## config.mk

```make
export PLATFORM = sky130hd
export DESIGN_NAME = periph_cycle_gen
export DESIGN_NICKNAME = d
export VERILOG_FILES = /design/src/rtl/pcg_pkg.sv /design/src/rtl/pcg_e_divider.sv /design/src/rtl/pcg_e_sync.sv /design/src/rtl/pcg_cycle_fsm.sv /design/src/rtl/periph_cycle_gen.sv
export SDC_FILE = /design/constraint.sdc
export NUM_CORES = 1
export LEC_CHECK = 0
export BUFFER_PORTS_ARGS = -buffer_cell sky130_fd_sc_hd__buf_2
export CAP_MARGIN = 20
export CORE_MARGIN = 4
export CORE_UTILIZATION = 30
export CTS_CLUSTER_SIZE = 30
export DETAILED_ROUTE_END_ITERATION = 6
export PLACE_DENSITY = 0.62
export REMOVE_ABC_BUFFERS = 1
export SYNTH_ARGS = -nofsm -noshare
export SYNTH_HDL_FRONTEND = slang
export SYNTH_SLANG_ARGS = --single-unit
```

## constraint.sdc

```tcl
create_clock -name clk -period 1.2 [get_ports clk]
set_input_delay 0.12 -clock clk [delete_from_list [all_inputs] [get_ports clk]]
set_output_delay 0.12 -clock clk [all_outputs]
set_load 0.1 [all_outputs]
```

## src/rtl/pcg_pkg.sv

```systemverilog
package pcg_pkg;
    typedef enum logic [2:0] {
        ST_IDLE,
        ST_WAIT_LOW,
        ST_VMA_LOW,
        ST_VMA_HIGH,
        ST_ACK
    } cyc_state_t;
endpackage

```

## src/rtl/pcg_e_divider.sv

```systemverilog
// Local E generator: free-running counter, E high in the last HIGH_CYC counts.
module pcg_e_divider #(
    parameter int PERIOD  = 10,
    parameter int LOW_CYC = 6
) (
    input  logic clk,
    input  logic rst_n,
    output logic e,
    output logic fall_soon
);
    localparam int CW = $clog2(PERIOD);

    logic [CW-1:0] cnt_q;

    always_ff @(posedge clk) begin
        if (!rst_n) begin
            cnt_q <= '0;
        end else if (cnt_q == CW'(PERIOD - 1)) begin
            cnt_q <= '0;
        end else begin
            cnt_q <= cnt_q + 1'b1;
        end
    end

    assign e         = (cnt_q >= CW'(LOW_CYC));
    // one cycle ahead of the last high count, so a registered ack lands on it
    assign fall_soon = (cnt_q == CW'(PERIOD - 2));
endmodule

```

## src/rtl/pcg_e_sync.sv

```systemverilog
// External E synchronizer and falling-edge detector.
module pcg_e_sync #(
    parameter int STAGES = 2
) (
    input  logic clk,
    input  logic rst_n,
    input  logic e_in,
    output logic e_s,
    output logic fell
);
    logic [STAGES-1:0] sync_q;
    logic              prev_q;

    always_ff @(posedge clk) begin
        if (!rst_n) begin
            sync_q <= '0;
            prev_q <= 1'b0;
        end else begin
            sync_q <= {sync_q[STAGES-2:0], e_in};
            prev_q <= sync_q[STAGES-1];
        end
    end

    assign e_s  = sync_q[STAGES-1];
    assign fell = prev_q && !sync_q[STAGES-1];
endmodule

```

## src/rtl/pcg_cycle_fsm.sv

```systemverilog
// Access controller: VMA start aligned to E low, acknowledge on ack_strobe.
module pcg_cycle_fsm
    import pcg_pkg::*;
(
    input  logic clk,
    input  logic rst_n,
    input  logic as_n,
    input  logic vpa_n,
    input  logic e,
    input  logic ack_strobe,
    output logic vma_n,
    output logic dtack_n
);
    cyc_state_t st_q, st_d;

    always_comb begin
        st_d = st_q;
        unique case (st_q)
            ST_IDLE: begin
                if (!as_n && !vpa_n) st_d = e ? ST_WAIT_LOW : ST_VMA_LOW;
            end
            ST_WAIT_LOW: begin
                if (as_n || vpa_n) st_d = ST_IDLE;
                else if (!e)       st_d = ST_VMA_LOW;
            end
            ST_VMA_LOW: begin
                if (as_n)   st_d = ST_IDLE;
                else if (e) st_d = ST_VMA_HIGH;
            end
            ST_VMA_HIGH: begin
                if (as_n)            st_d = ST_IDLE;
                else if (ack_strobe) st_d = ST_ACK;
            end
            ST_ACK: begin
                if (as_n) st_d = ST_IDLE;
            end
            default: st_d = ST_IDLE;
        endcase
    end

    always_ff @(posedge clk) begin
        if (!rst_n) st_q <= ST_IDLE;
        else        st_q <= st_d;
    end

    always_comb begin
        vma_n   = 1'b1;
        dtack_n = 1'b1;
        unique case (st_q)
            ST_VMA_LOW, ST_VMA_HIGH: vma_n = 1'b0;
            ST_ACK: begin
                vma_n   = 1'b0;
                dtack_n = 1'b0;
            end
            default: ;
        endcase
    end
endmodule

```

## src/rtl/periph_cycle_gen.sv

```systemverilog
module periph_cycle_gen #(
    parameter int E_PERIOD   = 10,
    parameter int E_LOW      = 6,
    parameter int SYNC_DEPTH = 2
) (
    input  logic clk,
    input  logic rst_n,
    input  logic as_n,
    input  logic vpa_n,
    input  logic e_ext,
    input  logic e_src_ext,
    output logic e_out,
    output logic vma_n,
    output logic dtack_n
);
    logic e_loc, loc_fall_soon;
    logic e_syn, syn_fell;
    logic ack_strobe;

    pcg_e_divider #(.PERIOD(E_PERIOD), .LOW_CYC(E_LOW)) u_div (
        .clk(clk), .rst_n(rst_n), .e(e_loc), .fall_soon(loc_fall_soon)
    );

    pcg_e_sync #(.STAGES(SYNC_DEPTH)) u_sync (
        .clk(clk), .rst_n(rst_n), .e_in(e_ext), .e_s(e_syn), .fell(syn_fell)
    );

    assign e_out      = e_src_ext ? e_syn    : e_loc;
    assign ack_strobe = e_src_ext ? syn_fell : loc_fall_soon;

    pcg_cycle_fsm u_fsm (
        .clk(clk), .rst_n(rst_n), .as_n(as_n), .vpa_n(vpa_n),
        .e(e_out), .ack_strobe(ack_strobe), .vma_n(vma_n), .dtack_n(dtack_n)
    );
endmodule

```

==> flow_metrics.tcl, run 1 <==
set metrics [dict create \
    viasPerCell 4.55 \
    vdd_ir_drop_max_mv 0.894 \
    p_leak_nw 0.358 \
    drive_gt1_frac 0.565 \
    finalNetCount 96 \
    cts.htree.levels 1 \
    yosys_warnings 0 \
    grt_pass1_vias 531 \
    worst_pin_slew_ps 241 \
    p_total_mw 0.886 \
    status "complete, but fails checks" \
    synth_area_um2 537 \
    wl_per_cell_um 11.4 \
    via_count 500 \
    top_layer "met4" \
    setup_viol 7 \
    place.gp.congestion 0.714 \
    rows 15 \
    num_antenna_cells 0 \
    synth_seq_cells 10 \
    drc_errors 0 \
    ios 9 \
    slew_viol_final 0 \
    grt_max_degree 11 \
    fp.dieW_um 50.3 \
    drt-pass1-iter-count 4 \
    seqCellArea_um2 216 \
    ant_nets 0 \
    coreArea_mm2 0.00171 \
    cts_buffers 3 \
    clk_pin_slew_ps 60 \
    timing.fmax_ghz 0.708 \
    cts_tree "yes" \
    hold_path.class "primary input to flip-flop" \
    wl_met3_um 30 \
    pwr_density_cell_mw_per_mm2 996 \
    final_cell_mix "buf_4 (9), buf_2 (5), dfxtp_1 (5)" \
    rsz0062_at_grt "true" \
    async_flop_share 0 \
    maxCapViolCount 0 \
    post-route-period-util 1.18 \
    start_kind "flip-flop" \
    final_common_cell "buf_4" \
    cp-end-kind "output port" \
    cts-root-buf "clkbuf_4" \
    area_growth_syn_to_layout_pct 65.7 \
    wl_met1_um 549 \
    fin_crit_ps 1410 \
    slew_headroom 0.838 \
    detail_route.wirelength_mm 1.26 \
    clock_latency_ps 260 \
    grt_usage 0.114 \
    multi_input_area_um2 405 \
    overflow 0 \
    start_util 0.314 \
    post_synth_num_cell_types 26 \
    postLayoutSetupSlackWorst_ps -212 \
    ys_seq_area_frac 0.373 \
    portBuffers 8 \
    dp_hpwl_um 757 \
    synth_ff_type "dfxtp_1" \
    synthCells 63 \
    fillers 145 \
    synth_edf_count 0 \
    violations "setup timing" \
    die_h_um 50.3 \
    worstPathArrival_ps 1290 \
    cp_data_required_time_ps 1080 \
    grt_antenna_before_repair 0 \
    cts_sinks 10 \
    grt_pass1_wl_mm 2.17 \
    finalHoldViolations 0 \
    pre_cts_ws_ps -108 \
    avgSynthCellArea_um2 8.52 \
    worstSetupPathType "flip-flop to output port" \
    dieArea_mm2 0.00253 \
    clk_path_buf_depth 2 \
    met2RoutedLength_um 633 \
    path_max_fanout 3 \
    first_iter_violations 7 \
    hold_buffers 0 \
    skew_ps 4.45 \
]
-- stage by stage --
stage	setup TNS, ps	utilization	area, µm²	hold slack, ps	cells
after CTS	-400	0.469	801	60.0	105
after global placement	-372	0.395	674	329	99
after floorplan	-5170	-	520	190	61
after detailed placement	-434	0.395	674	332	99
final	-583	0.521	890	65.5	110
after global routing	-1190	0.521	890	61.7	110
-- cell usage after synthesis (2+ instances only) --
cell type   n  area share
o21ai_0     4       0.037
and3_1      2       0.023
ha_1        4       0.093
nand3_1     4       0.037
a21oi_1     5       0.047
nand2b_1    2       0.023
dfxtp_1    10        0.37
and2_1      4       0.047
inv_1       3       0.021
nand2_1     6       0.042
nor2_1      4       0.028
-- power by group --
part / switching (mW) / internal, mW
clock network: 0.117 / 0.184
registers: 0.0182 / 0.345
logic: 0.114 / 0.108
total: 0.249 / 0.637
-- layer usage --
metal | global-route usage | vias up
met5 | 0 | -
met4 | 0.0852 | 0
met3 | 0.0356 | 4
met2 | 0.189 | 8
met1 | 0.119 | 228
li1 | - | 260
-- layout make-up --
class | count | area share
timing repair buffer | 20 | 0.210
sequential | 10 | 0.243
multi-input combinational | 48 | 0.456
inverter | 3 | 0.0155
tap | 25 | 0.0352
clock buffer | 4 | 0.0408
-- registers in the layout (all words and copies together), names as in the netlist --
name / cells
u_div.cnt_q: 4
u_fsm.st_q: 3
u_sync.prev_q: 1
u_sync.sync_q: 2
-- path summary, 6_finish.rpt --
| kind | startpoint | endpoint | slack (ps) | cells past startpoint |
|---|---|---|---|---|
| setup / recovery | u_div.cnt_q[0]$_SDFF_PP0_ | e_out | -210 | 6 |
| hold / removal | e_ext | u_sync.sync_q[0]$_SDFF_PN0_ | 70 | 2 |
| setup reg to reg | u_div.cnt_q[0]$_SDFF_PP0_ | u_fsm.st_q[1]$_SDFFE_PN0P_ | -200 | 8 |
| hold reg to reg | u_sync.sync_q[0]$_SDFF_PN0_ | u_sync.sync_q[1]$_SDFF_PN0_ | 440 | 1 |
-- critical path: stages (launching register included) --
cell and delay (ps):
dfxtp_2 330, inv_2 80, ha_4 120, o21ai_2 50, a21oi_2 150, buf_4 140, buf_12 160
-- kinds of logic after synthesis --
| family | after synthesis | share of synthesized area |
|---|---|---|
| AOI/OAI and AO/OA | 13 | 0.142 |
| adders and majority gates | 4 | 0.0932 |
| buffers and inverters | 5 | 0.0513 |
| DFF | 10 | 0.373 |
| muxes | 1 | 0.0186 |
| and+or+nand+nor | 30 | 0.322 |
-- timing repair --
item / 4_1_cts / 5_1_grt
setup buffers: 2 / 5
gates cloned: 0 / 0
endpoints found under the setup margin: 8 / 10
pin swaps: 6 / 10
gates resized for setup: 26 / 13
No activity file was read; power rests on OpenSTA's default activity.
==> inputs of run 2 (changes only) <==
--- a/config.mk
+++ b/config.mk
@@ -11,6 +11,7 @@
 export CORE_UTILIZATION = 30
 export CTS_CLUSTER_SIZE = 30
 export DETAILED_ROUTE_END_ITERATION = 6
+export GPL_TIMING_DRIVEN = 0
 export PLACE_DENSITY = 0.62
 export REMOVE_ABC_BUFFERS = 1
 export SYNTH_ARGS = -nofsm -noshare
==> run 2 against run 1 <==
- the run still ends with setup timing left
- final cell count is 4.5% lower
- critical endpoint unchanged
- maximum frequency rose by 3.8%
- design area fell by 12%
- die area is the same
- hold slack improved by 0.78 ps
- clock power down 28%
- global-route usage shrank 1.5 points
- non-clock buffer count shrank 4
- largest cell class unchanged
- first-iteration DRC count up 43%
==> flow_metrics.tcl, run 2 (synthesis gave the netlist of run 1 again) <==
set metrics [dict create \
    wl_per_cell_um 10.5 \
    die_h_um 50.3 \
    worst_pin_slew_ps 207 \
    dieArea_mm2 0.00253 \
    pre_cts_ws_ps -301 \
    slew_headroom 0.862 \
    drive_gt1_frac 0.475 \
    drc_errors 0 \
    rsz0062_at_grt "true" \
    via_count 482 \
    regMostFlops "u_div.cnt_q" \
    first_iter_violations 10 \
    drt-pass1-iter-count 4 \
    maxCapViolCount 0 \
    ant_nets 0 \
    cp_data_required_time_ps 1080 \
    path_cells "ha_4 -> o21ai_2 -> a21oi_2 -> buf_12" \
    cp-end-kind "output port" \
    grt_pass1_wl_mm 1.81 \
    grt_pass1_vias 415 \
    top_regs "u_div.cnt_q: 4 flops, u_fsm.st_q: 3 flops, u_sync.sync_q: 2 flops" \
    ios 9 \
    num_antenna_cells 0 \
    grt_max_degree 11 \
    status "complete, but fails checks" \
    worstSetupPathType "flip-flop to output port" \
    dp_hpwl_um 714 \
    path_max_fanout 4 \
    cts_sinks 10 \
    portBuffers 8 \
    grt_usage 0.0985 \
    cts.htree.levels 1 \
    finalNetCount 92 \
    fin_crit_ps 1360 \
    fillers 164 \
    cts_buffers 3 \
    violations "setup timing" \
    fin_cells 105 \
    fp.dieW_um 50.3 \
    worstPathArrival_ps 1240 \
    seqCellArea_um2 216 \
    place.gp.congestion 0.688 \
    coreArea_mm2 0.00171 \
    overflow 0 \
    place_inst 94 \
    path_buf_inv 1 \
    multi_input_area_um2 367 \
    cp_slowest_stage_delay_ps 390 \
    slew_viol_final 0 \
    clk_path_buf_depth 2 \
    start_kind "flip-flop" \
    cts-root-buf "clkbuf_4" \
    viasPerCell 4.59 \
    crit_family "flip-flops" \
    final_common_cell "buf_4" \
    hold_buffers 0 \
    skew_ps 1.89 \
    start_util 0.314 \
    detail_route.wirelength_mm 1.11 \
    hold_path.class "primary input to flip-flop" \
    timing.fmax_ghz 0.735 \
    largest_register_ffs 4 \
    area_growth_syn_to_layout_pct 46.2 \
    clock_latency_ps 260 \
    rows 15 \
    finalHoldViolations 0 \
    postLayoutSetupSlackWorst_ps -160 \
    worst_path_max_delay_cell "dfxtp_4" \
    grt_antenna_before_repair 0 \
    clk_pin_slew_ps 60 \
    pwr_density_cell_mw_per_mm2 964 \
    post-route-period-util 1.13 \
    cts_tree "yes" \
    p_leak_nw 0.311 \
    setup_viol 7 \
    vdd_ir_drop_max_mv 0.783 \
    final_cell_mix "buf_4 (8), nand2_1 (5), buf_2 (5), dfxtp_1 (5)" \
]
-- run 2: area by class of cell --
| type | count | area share |
|---|---|---|
| clock buffer | 3 | 0.0287 |
| inverter | 3 | 0.0207 |
| multi-input combinational | 48 | 0.467 |
| sequential | 10 | 0.276 |
| tap | 25 | 0.0399 |
| timing repair buffer | 16 | 0.167 |
-- run 2: power by group --
group          switching, mW  leakage (nW)  total, mW  internal [mW]
Clock                  0.100        0.0138      0.216          0.115
Combinational         0.0970         0.212      0.175         0.0779
Sequential            0.0204        0.0850      0.366          0.345
Total                  0.218         0.311      0.756          0.538
-- run 2: repair_timing --
action                     4_1_cts  5_1_grt
resized for setup               28        9
setup endpoints to repair        8        9
gates cloned                     0        0
pin swaps                        6        3
buffers inserted                 8        0
-- run 2: path summary, 6_finish.rpt --
kind                                                  start                     endpoint  slack [ps]  depth (start not counted)
worst max-delay path              u_div.cnt_q[1]$_SDFF_PP0_                        e_out        -160                          4
worst min-delay path                                  e_ext  u_sync.sync_q[0]$_SDFF_PN0_          70                          2
worst max register to register    u_div.cnt_q[1]$_SDFF_PP0_    u_div.cnt_q[1]$_SDFF_PP0_        -120                          6
worst min register to register  u_sync.sync_q[0]$_SDFF_PN0_  u_sync.sync_q[1]$_SDFF_PN0_         430                          1
-- run 2: metrics by stage --
| step | setup TNS, ps | util | power, mW | cell area [µm²] | hold slack [ps] |
|---|---|---|---|---|---|
| after floorplan | -5170 | - | 0.453 | 520 | 190 |
| after global placement | -788 | 0.347 | 0.483 | 592 | 326 |
| after detailed placement | -923 | 0.347 | 0.487 | 592 | 331 |
| after CTS | -641 | 0.441 | 0.755 | 753 | 62.8 |
| after global routing | -1020 | 0.459 | 0.804 | 785 | 74.9 |
| final | -557 | 0.459 | 0.756 | 785 | 66.3 |
-- run 2: layer usage --
metal	global-route usage	share of wire
met2	0.146	0.50
met5	0	0
met4	0.0673	0.024
met1	0.116	0.42
met3	0.0386	0.049
